## config.mk

```make
export PLATFORM = sky130hd
export DESIGN_NAME = rr_xbar_sched
export DESIGN_NICKNAME = d
export VERILOG_FILES = /design/src/rtl/rr_xbar_pkg.sv /design/src/rtl/rr_pick.sv /design/src/rtl/rr_match_stage.sv /design/src/rtl/rr_xbar_sched.sv
export SDC_FILE = /design/constraint.sdc
export NUM_CORES = 1
export LEC_CHECK = 0
export BUFFER_PORTS_ARGS = -buffer_cell sky130_fd_sc_hd__buf_2
export CAP_MARGIN = 20
export CORE_UTILIZATION = 68
export DETAILED_ROUTE_END_ITERATION = 10
export GPL_TIMING_DRIVEN = 0
export PLACE_DENSITY_LB_ADDON = 0.05
export SYNTH_ARGS = -nofsm -noshare
export SYNTH_HDL_FRONTEND = slang
export SYNTH_HIERARCHICAL = 1
export SYNTH_SLANG_ARGS = --single-unit
```

## constraint.sdc

```tcl
create_clock -name clk -period 8.7 [get_ports clk]
set_clock_uncertainty 0.2 [all_clocks]
set_input_delay 0.87 -clock clk [delete_from_list [all_inputs] [get_ports clk]]
set_output_delay 0.87 -clock clk [all_outputs]
set_load 0.02 [all_outputs]
```

## src/rtl/rr_xbar_pkg.sv

```systemverilog
package rr_xbar_pkg;
    // next position after idx on a ring of n slots
    function automatic int unsigned rr_wrap_next(int unsigned idx, int unsigned n);
        return (idx + 1 >= n) ? 0 : idx + 1;
    endfunction
endpackage

```

## src/rtl/rr_pick.sv

```systemverilog
module rr_pick #(
    parameter int N = 4,
    parameter int W = (N > 1) ? $clog2(N) : 1
) (
    input  logic [N-1:0] req,
    input  logic [W-1:0] ptr,
    output logic [N-1:0] pick,
    output logic [W-1:0] idx,
    output logic         any
);
    always_comb begin
        int unsigned p;
        pick = '0;
        idx  = '0;
        any  = 1'b0;
        p    = 0;
        for (int k = 0; k < N; k++) begin
            p = 32'(ptr) + 32'(k);
            if (p >= 32'(N)) p = p - 32'(N);
            if (req[p] && !any) begin
                pick[p] = 1'b1;
                idx     = W'(p);
                any     = 1'b1;
            end
        end
    end
endmodule

```

## src/rtl/rr_match_stage.sv

```systemverilog
module rr_match_stage #(
    parameter int N = 4,
    parameter int W = (N > 1) ? $clog2(N) : 1
) (
    input  logic [N*N-1:0] req,
    input  logic [N-1:0]   in_free,
    input  logic [N-1:0]   out_free,
    input  logic [N*W-1:0] gptr,
    input  logic [N*W-1:0] aptr,
    output logic [N*N-1:0] acc,
    output logic [N-1:0]   in_hit,
    output logic [N*W-1:0] in_sel,
    output logic [N-1:0]   out_hit,
    output logic [N*W-1:0] out_sel
);
    logic [N-1:0] col_req [N];
    logic [N-1:0] gnt_out [N];
    logic [N-1:0] gnt_in  [N];
    logic [N-1:0] acc_in  [N];
    logic [W-1:0] g_idx   [N];
    logic [N-1:0] g_any;

    always_comb begin
        for (int j = 0; j < N; j++)
            for (int i = 0; i < N; i++)
                col_req[j][i] = req[i*N+j] & in_free[i] & out_free[j];
    end

    for (genvar j = 0; j < N; j++) begin : g_grant
        rr_pick #(.N(N), .W(W)) u_garb (
            .req (col_req[j]),
            .ptr (gptr[j*W +: W]),
            .pick(gnt_out[j]),
            .idx (g_idx[j]),
            .any (g_any[j])
        );
        assign out_sel[j*W +: W] = g_idx[j];
    end

    always_comb begin
        for (int i = 0; i < N; i++)
            for (int j = 0; j < N; j++)
                gnt_in[i][j] = gnt_out[j][i];
    end

    for (genvar i = 0; i < N; i++) begin : g_accept
        rr_pick #(.N(N), .W(W)) u_aarb (
            .req (gnt_in[i]),
            .ptr (aptr[i*W +: W]),
            .pick(acc_in[i]),
            .idx (in_sel[i*W +: W]),
            .any (in_hit[i])
        );
    end

    always_comb begin
        for (int i = 0; i < N; i++)
            for (int j = 0; j < N; j++)
                acc[i*N+j] = acc_in[i][j];
        for (int j = 0; j < N; j++)
            out_hit[j] = g_any[j] & acc_in[g_idx[j]][j];
    end
endmodule

```

## src/rtl/rr_xbar_sched.sv

```systemverilog
module rr_xbar_sched
    import rr_xbar_pkg::*;
#(
    parameter int N        = 4,
    parameter int MAX_ITER = 4
) (
    input  logic           clk,
    input  logic           rst_n,
    input  logic           start_i,
    input  logic [N*N-1:0] req_i,
    output logic           busy_o,
    output logic           done_o,
    output logic           match_valid_o,
    output logic [N*N-1:0] match_o
);
    localparam int W  = (N > 1) ? $clog2(N) : 1;
    localparam int IW = (MAX_ITER > 1) ? $clog2(MAX_ITER) : 1;

    typedef struct packed {
        logic           busy;
        logic           done;
        logic           valid;
        logic [IW-1:0]  iter;
        logic [N*N-1:0] req;
        logic [N*N-1:0] match;
        logic [N-1:0]   in_used;
        logic [N-1:0]   out_used;
        logic [N*W-1:0] gptr;
        logic [N*W-1:0] aptr;
    } sched_st_t;

    sched_st_t st_d, st_q;

    logic [N*N-1:0] acc_new;
    logic [N-1:0]   in_hit, out_hit;
    logic [N*W-1:0] in_sel, out_sel;

    // signals exposed for the bound checker
    logic [N*N-1:0] req_lat;
    logic [N*W-1:0] gptr_cur, aptr_cur;
    logic [IW-1:0]  iter_cur;

    rr_match_stage #(.N(N), .W(W)) u_stage (
        .req     (st_q.req),
        .in_free (~st_q.in_used),
        .out_free(~st_q.out_used),
        .gptr    (st_q.gptr),
        .aptr    (st_q.aptr),
        .acc     (acc_new),
        .in_hit  (in_hit),
        .in_sel  (in_sel),
        .out_hit (out_hit),
        .out_sel (out_sel)
    );

    always_comb begin
        st_d      = st_q;
        st_d.done = 1'b0;
        if (!st_q.busy) begin
            if (start_i) begin
                st_d.busy     = 1'b1;
                st_d.valid    = 1'b0;
                st_d.req      = req_i;
                st_d.match    = '0;
                st_d.in_used  = '0;
                st_d.out_used = '0;
                st_d.iter     = '0;
            end
        end else begin
            st_d.match    = st_q.match | acc_new;
            st_d.in_used  = st_q.in_used | in_hit;
            st_d.out_used = st_q.out_used | out_hit;
            if (st_q.iter == '0) begin
                for (int i = 0; i < N; i++)
                    if (in_hit[i])
                        st_d.aptr[i*W +: W] = W'(rr_wrap_next(32'(in_sel[i*W +: W]), N));
                for (int j = 0; j < N; j++)
                    if (out_hit[j])
                        st_d.gptr[j*W +: W] = W'(rr_wrap_next(32'(out_sel[j*W +: W]), N));
            end
            if (in_hit == '0 || st_q.iter == IW'(MAX_ITER - 1)) begin
                st_d.busy  = 1'b0;
                st_d.done  = 1'b1;
                st_d.valid = 1'b1;
            end else begin
                st_d.iter = st_q.iter + 1'b1;
            end
        end
    end

    always_ff @(posedge clk or negedge rst_n) begin
        if (!rst_n) st_q <= '0;
        else        st_q <= st_d;
    end

    assign busy_o        = st_q.busy;
    assign done_o        = st_q.done;
    assign match_valid_o = st_q.valid;
    assign match_o       = st_q.valid ? st_q.match : '0;
    assign req_lat       = st_q.req;
    assign gptr_cur      = st_q.gptr;
    assign aptr_cur      = st_q.aptr;
    assign iter_cur      = st_q.iter;
endmodule

```

; ---- Word level (Yosys, flattened, before mapping)
; Cells that the tools add are included.
[word_totals]
regBits = 61
in_bits = 19
out_inout_bits = 19
wordCells = 642
[classes]
addsub = 65
order_cmp = 108
n_eq_ne = 3
muxes = 285
bitwise_logic = 70
n_reduce_logical = 95
[op_table]
columns = op, count
row1 = "32-bit by 1-bit >= comparator with 1-bit output, second input constant", 32
row2 = "32-bit by 3-bit < comparator with 1-bit output, second input constant", 32
row3 = 32-bit two-way mux, 32
row4 = 4-bit two-way mux, 34
row5 = "3-bit >= comparator, second input constant", 36
row6 = 4-bit bitwise OR, 26
row7 = 1-bit two-way mux, 101
row8 = "3-bit by 3-bit subtractor with 4-bit output, second input constant", 24
row9 = 2-bit two-way mux, 43
row10 = 1-bit binary-select mux with 2-bit select, 32
row11 = 1-bit demux with 2-bit select, 32
row12 = 1-bit logical AND, 56
row13 = "2-bit by 1-bit adder with 3-bit output, second input constant", 16
row14 = "2-bit by 2-bit adder with 3-bit output, second input constant", 16
row15 = 43-bit two-way mux, 1
row16 = 1-bit bitwise AND, 36
row17 = 4-bit binary-select mux with 2-bit select, 4
row18 = "2-bit by 3-bit subtractor with 4-bit output, second input constant", 8
row19 = "2-bit by 3-bit >= comparator with 1-bit output, second input constant", 8
row20 = 1-bit logical NOT, 24
row21 = 24-bit two-way mux, 1
row22 = 3-bit AND reduction, 8
row23 = 16-bit two-way mux, 1
row24 = 16-bit bitwise OR, 1
row25 = 13 further kinds, 22

; ---- Longest topological paths before layout
[depth]
depth_word = 33
mapped_depth = 18
mapped_depth_nobuf = 15

; ---- By module
; The synthesis kept the hierarchy.
[modules_own_cells]
columns = module, n_inst, cells_each, area_per_inst_um2, seq_area_each_um2
row1 = rr_pick at u_stage.g_accept[0].u_aarb ..., 6, 48, 456.7, 0.0
row2 = rr_xbar_sched, 1, 229, 2603.7, 1526.5
row3 = rr_pick at u_stage.g_grant[0].u_garb, 1, 48, 460.4, 0.0
row4 = rr_pick at u_stage.g_grant[3].u_garb, 1, 48, 459.2, 0.0
row5 = rr_match_stage, 1, 24, 215.2, 0.0

; ---- Least setup slack after synthesis
; OpenSTA, ideal clock, no wires.
[synth_timing]
kind = flip-flop to flip-flop
from = reg st_q, in the netlist gptr_cur[6]
to = reg st_q, in the netlist gptr_cur[1]
setup_time_ns = 0.125
t_arrival_ns = 4.020
required_time_ns = 8.375
slack_ns = 4.355
stages_incl_launch_ff = 17
n_path_buf = 2
synth_period_minus_slack_ns = 4.345
cell_sequence = dfrtp_1 > buf_6 > inv_1 > ha_1 > mux4_2 > buf_6 > and2b_2 > a22oi_1 > o21ai_0 > mux4_1 > and2b_2 > a22oi_1 > o21ai_0 > mux4_2 > and2_1 > nand3_1 > mux2_2
[synth_lines]
columns = item, line_no
row1 = from (decl), rr_xbar_sched.sv:32  ; sched_st_t st_d, st_q;
row2 = from (signal assigned), rr_xbar_sched.sv:93  ; else st_q <= st_d;

==> flow_summary.json <==
{
  "routedWlPerCell_um": 20.1,
  "gp_congestion": 0.910,
  "yosysSeqAreaShare_pct": 23.6,
  "synth_area_leader_cell": "dfrtp_1",
  "r2r-end": "gptr_cur[5]",
  "crit_fanout": 11,
  "hold_path_class": "input port to async pin",
  "core_area_um2": 9240,
  "ctsHoldBuffers": 0,
  "synth.most_common_cell": "o21ai_0",
  "antenna_found_initial": 0,
  "period_minus_slack_ps": 5420,
  "async_flop_share_pct": 100,
  "synth_top_cell_area_share_pct": 23.6,
  "place_hpwl_mm": 12.4,
  "tritoncts": "done",
  "tns_ps": 0,
  "cts_root_buf": "clkbuf_8",
  "netlist_top_cells_count": "o21ai_0 (85), ha_1 (74), a22oi_1 (64)",
  "die_h_um": 99.6,
  "ff_latch_area_um2": 1530,
  "netlist_instances": 637,
  "end_kind": "register",
  "finalHoldViolCount": 0,
  "synth_edf_count": 0,
  "worstReg2RegStart": "gptr_cur[5]",
  "clk_latency_ps": 350,
  "r2r_slack_ps": 3280,
  "clock_sinks": 61,
  "worst_pin_slew_ps": 966,
  "n_fill_cell": 633,
  "cts_buffer_depth": 2,
  "cts_buffers": 9,
  "postCtsSetupRepairBufs": 0,
  "synth_cell_types": 34,
  "port_buffers": 37,
  "crit_type": "register to register",
  "status": "complete, no violations",
  "syn_nets": 730,
  "synth_warnings": 6,
  "multi_input_comb_area_um2": 4470,
  "area_delta_synth_final_pct": 9.85,
  "num_io_pins": 38,
  "post-route-util_pct": 77.0,
  "synth_area_um2": 6480,
  "drt_iter0_drc": 392,
  "crit_arrival_ps": 5450,
  "synth_area_per_cell_um2": 10.2,
  "wl_mm": 16.5,
  "r2r_cells": 16,
  "relSlewSlack_pct": 34.9,
  "grt_pass1_wl_mm": 26.9,
  "synth_top_flop_cell": "dfrtp_1",
  "die-area_um2": 9920,
  "final_layout_size_suffix_gt1_share_pct": 22.4,
  "clkTransAtPathRegs_ps": 80,
  "cts_max_level": 3,
  "ys_ff_latch": 61,
  "viasPerCell": 6.74,
  "num_rows": 35,
  "drc": 0,
  "die_x_um": 99.6,
  "antenna_cells": 0,
  "cts_resized": 0,
  "ant_nets": 0,
  "maxSlewViolCount": 0,
  "holdWs_ps": 307,
  "grt_use_total_pct": 35.1,
  "grt_pass1_vias": 5529,
  "rsz0062_at_grt": "no",
  "worstSetupStartpointType": "register",
  "vias": 5527,
  "period_share_pct": 62.3,
  "nets": 779,
  "synthTopCellsByArea": "dfrtp_1 (24%), ha_1 (14%), a22oi_1 (7.4%), mux2_2 (7.1%), mux4_1 (6.9%)",
  "worstPathRequired_ps": 8730,
  "start_util_pct": 70.1,
  "fmax_mhz": 184,
  "finalSetupViolations": 0,
  "firstDrtPassIters": 5,
  "drv_cap": 0,
  "grt_max_degree": 39,
  "overflow": 0
}
==> worst max-delay path by stage <==
stage,startpoint,end,cells past startpoint
after floorplan,gptr_cur[6],gptr_cur[1],16
after CTS,gptr_cur[5],gptr_cur[5],16
after global placement,gptr_cur[4],gptr_cur[5],17
final,gptr_cur[5],gptr_cur[5],16
after detailed placement,gptr_cur[5],gptr_cur[5],16
after global routing,gptr_cur[5],gptr_cur[5],16
==> routing by layer <==
metal	GRT usage [%]	part of all wire (%)	routed length, um
met1	42.4	40	6570
met2	61.1	50	8260
met3	5.48	5.8	955
met4	17.5	4.4	720
met5	0	0	0
==> stage by stage <==
step                cell area (um2)  std cells  setup slack, ps
floorplan                      6480        637             4360
global placement               6830        803             3430
detailed placement             6850        804             3330
CTS                            7120        820             3320
global route                   7120        820             3040
finish                         7120        820             3280
==> cells by family (layout without fill, tap and decap cells) <==
| group | count (synthesis) | after routing | share of synthesized area (%) |
|---|---|---|---|
| AO/OA/AOI/OAI | 199 | 199 | 19.9 |
| adder cells (fa/ha/maj) | 74 | 74 | 14.3 |
| buffers and inverters | 91 | 145 | 7.44 |
| flip-flops | 61 | 61 | 23.6 |
| multiplexers | 86 | 86 | 22.0 |
| AND/OR/NAND/NOR | 126 | 126 | 12.8 |
==> registers in the layout (all words and copies together), names as in the netlist <==
name and count:
gptr_cur 8, done_o 1, match_valid_o 1, req_lat 16, aptr_cur 8, busy_o 1, iter_cur 2, st_q 24
==> cell usage in the layout, fill, tap and decap left out, types with 6 or more instances in the layout <==
cell type | Yosys | routed
o21ai_0 | 85 | 85
ha_1 | 74 | 74
a22oi_1 | 64 | 64
dfrtp_1 | 61 | 61
inv_1 | 57 | 57
mux2_2 | 41 | 41
buf_2 | 1 | 38
nor2_1 | 35 | 35
mux4_2 | 19 | 19
buf_6 | 17 | 17
mux4_1 | 17 | 17
o31ai_1 | 16 | 16
and3_1 | 16 | 16
nand2_1 | 15 | 15
clkbuf_1 | 13 | 13
a21oi_1 | 10 | 10
clkbuf_8 | 0 | 10
nand2b_1 | 9 | 9
mux2i_1 | 9 | 9
nand3_1 | 8 | 8
and2b_2 | 8 | 8
nor4b_4 | 8 | 8
nor3_1 | 8 | 8
o211ai_1 | 8 | 8
nor4_1 | 8 | 8
a32o_1 | 8 | 8
o311ai_0 | 7 | 7
and2_1 | 6 | 6
==> cell type report <==
| class | instances | share of cell area, % |
|---|---|---|
| well taps | 129 | 2.27 |
| clock inverters | 6 | 1.88 |
| plain buffers | 34 | 3.76 |
| inverters | 57 | 3.01 |
| flip-flops and latches | 61 | 21.4 |
| multi-input cells | 485 | 62.8 |
| clock buffers | 10 | 1.93 |
| repair buffers | 38 | 2.88 |
==> worst max-delay path: stages (launching register included) <==
cell	delay [ps]
dfrtp_1	570
inv_1	190
ha_1	380
mux4_2	320
buf_6	160
and2b_2	250
a22oi_1	70
o21ai_0	760
mux4_2	420
buf_6	140
and2b_2	260
a22oi_1	160
o21ai_0	240
mux4_2	520
and2_1	180
nand3_1	140
mux2_2	350
Power is left out: the tool's default activity adds up to more than one toggle a clock period on the data nets, which glitch-free logic cannot reach.
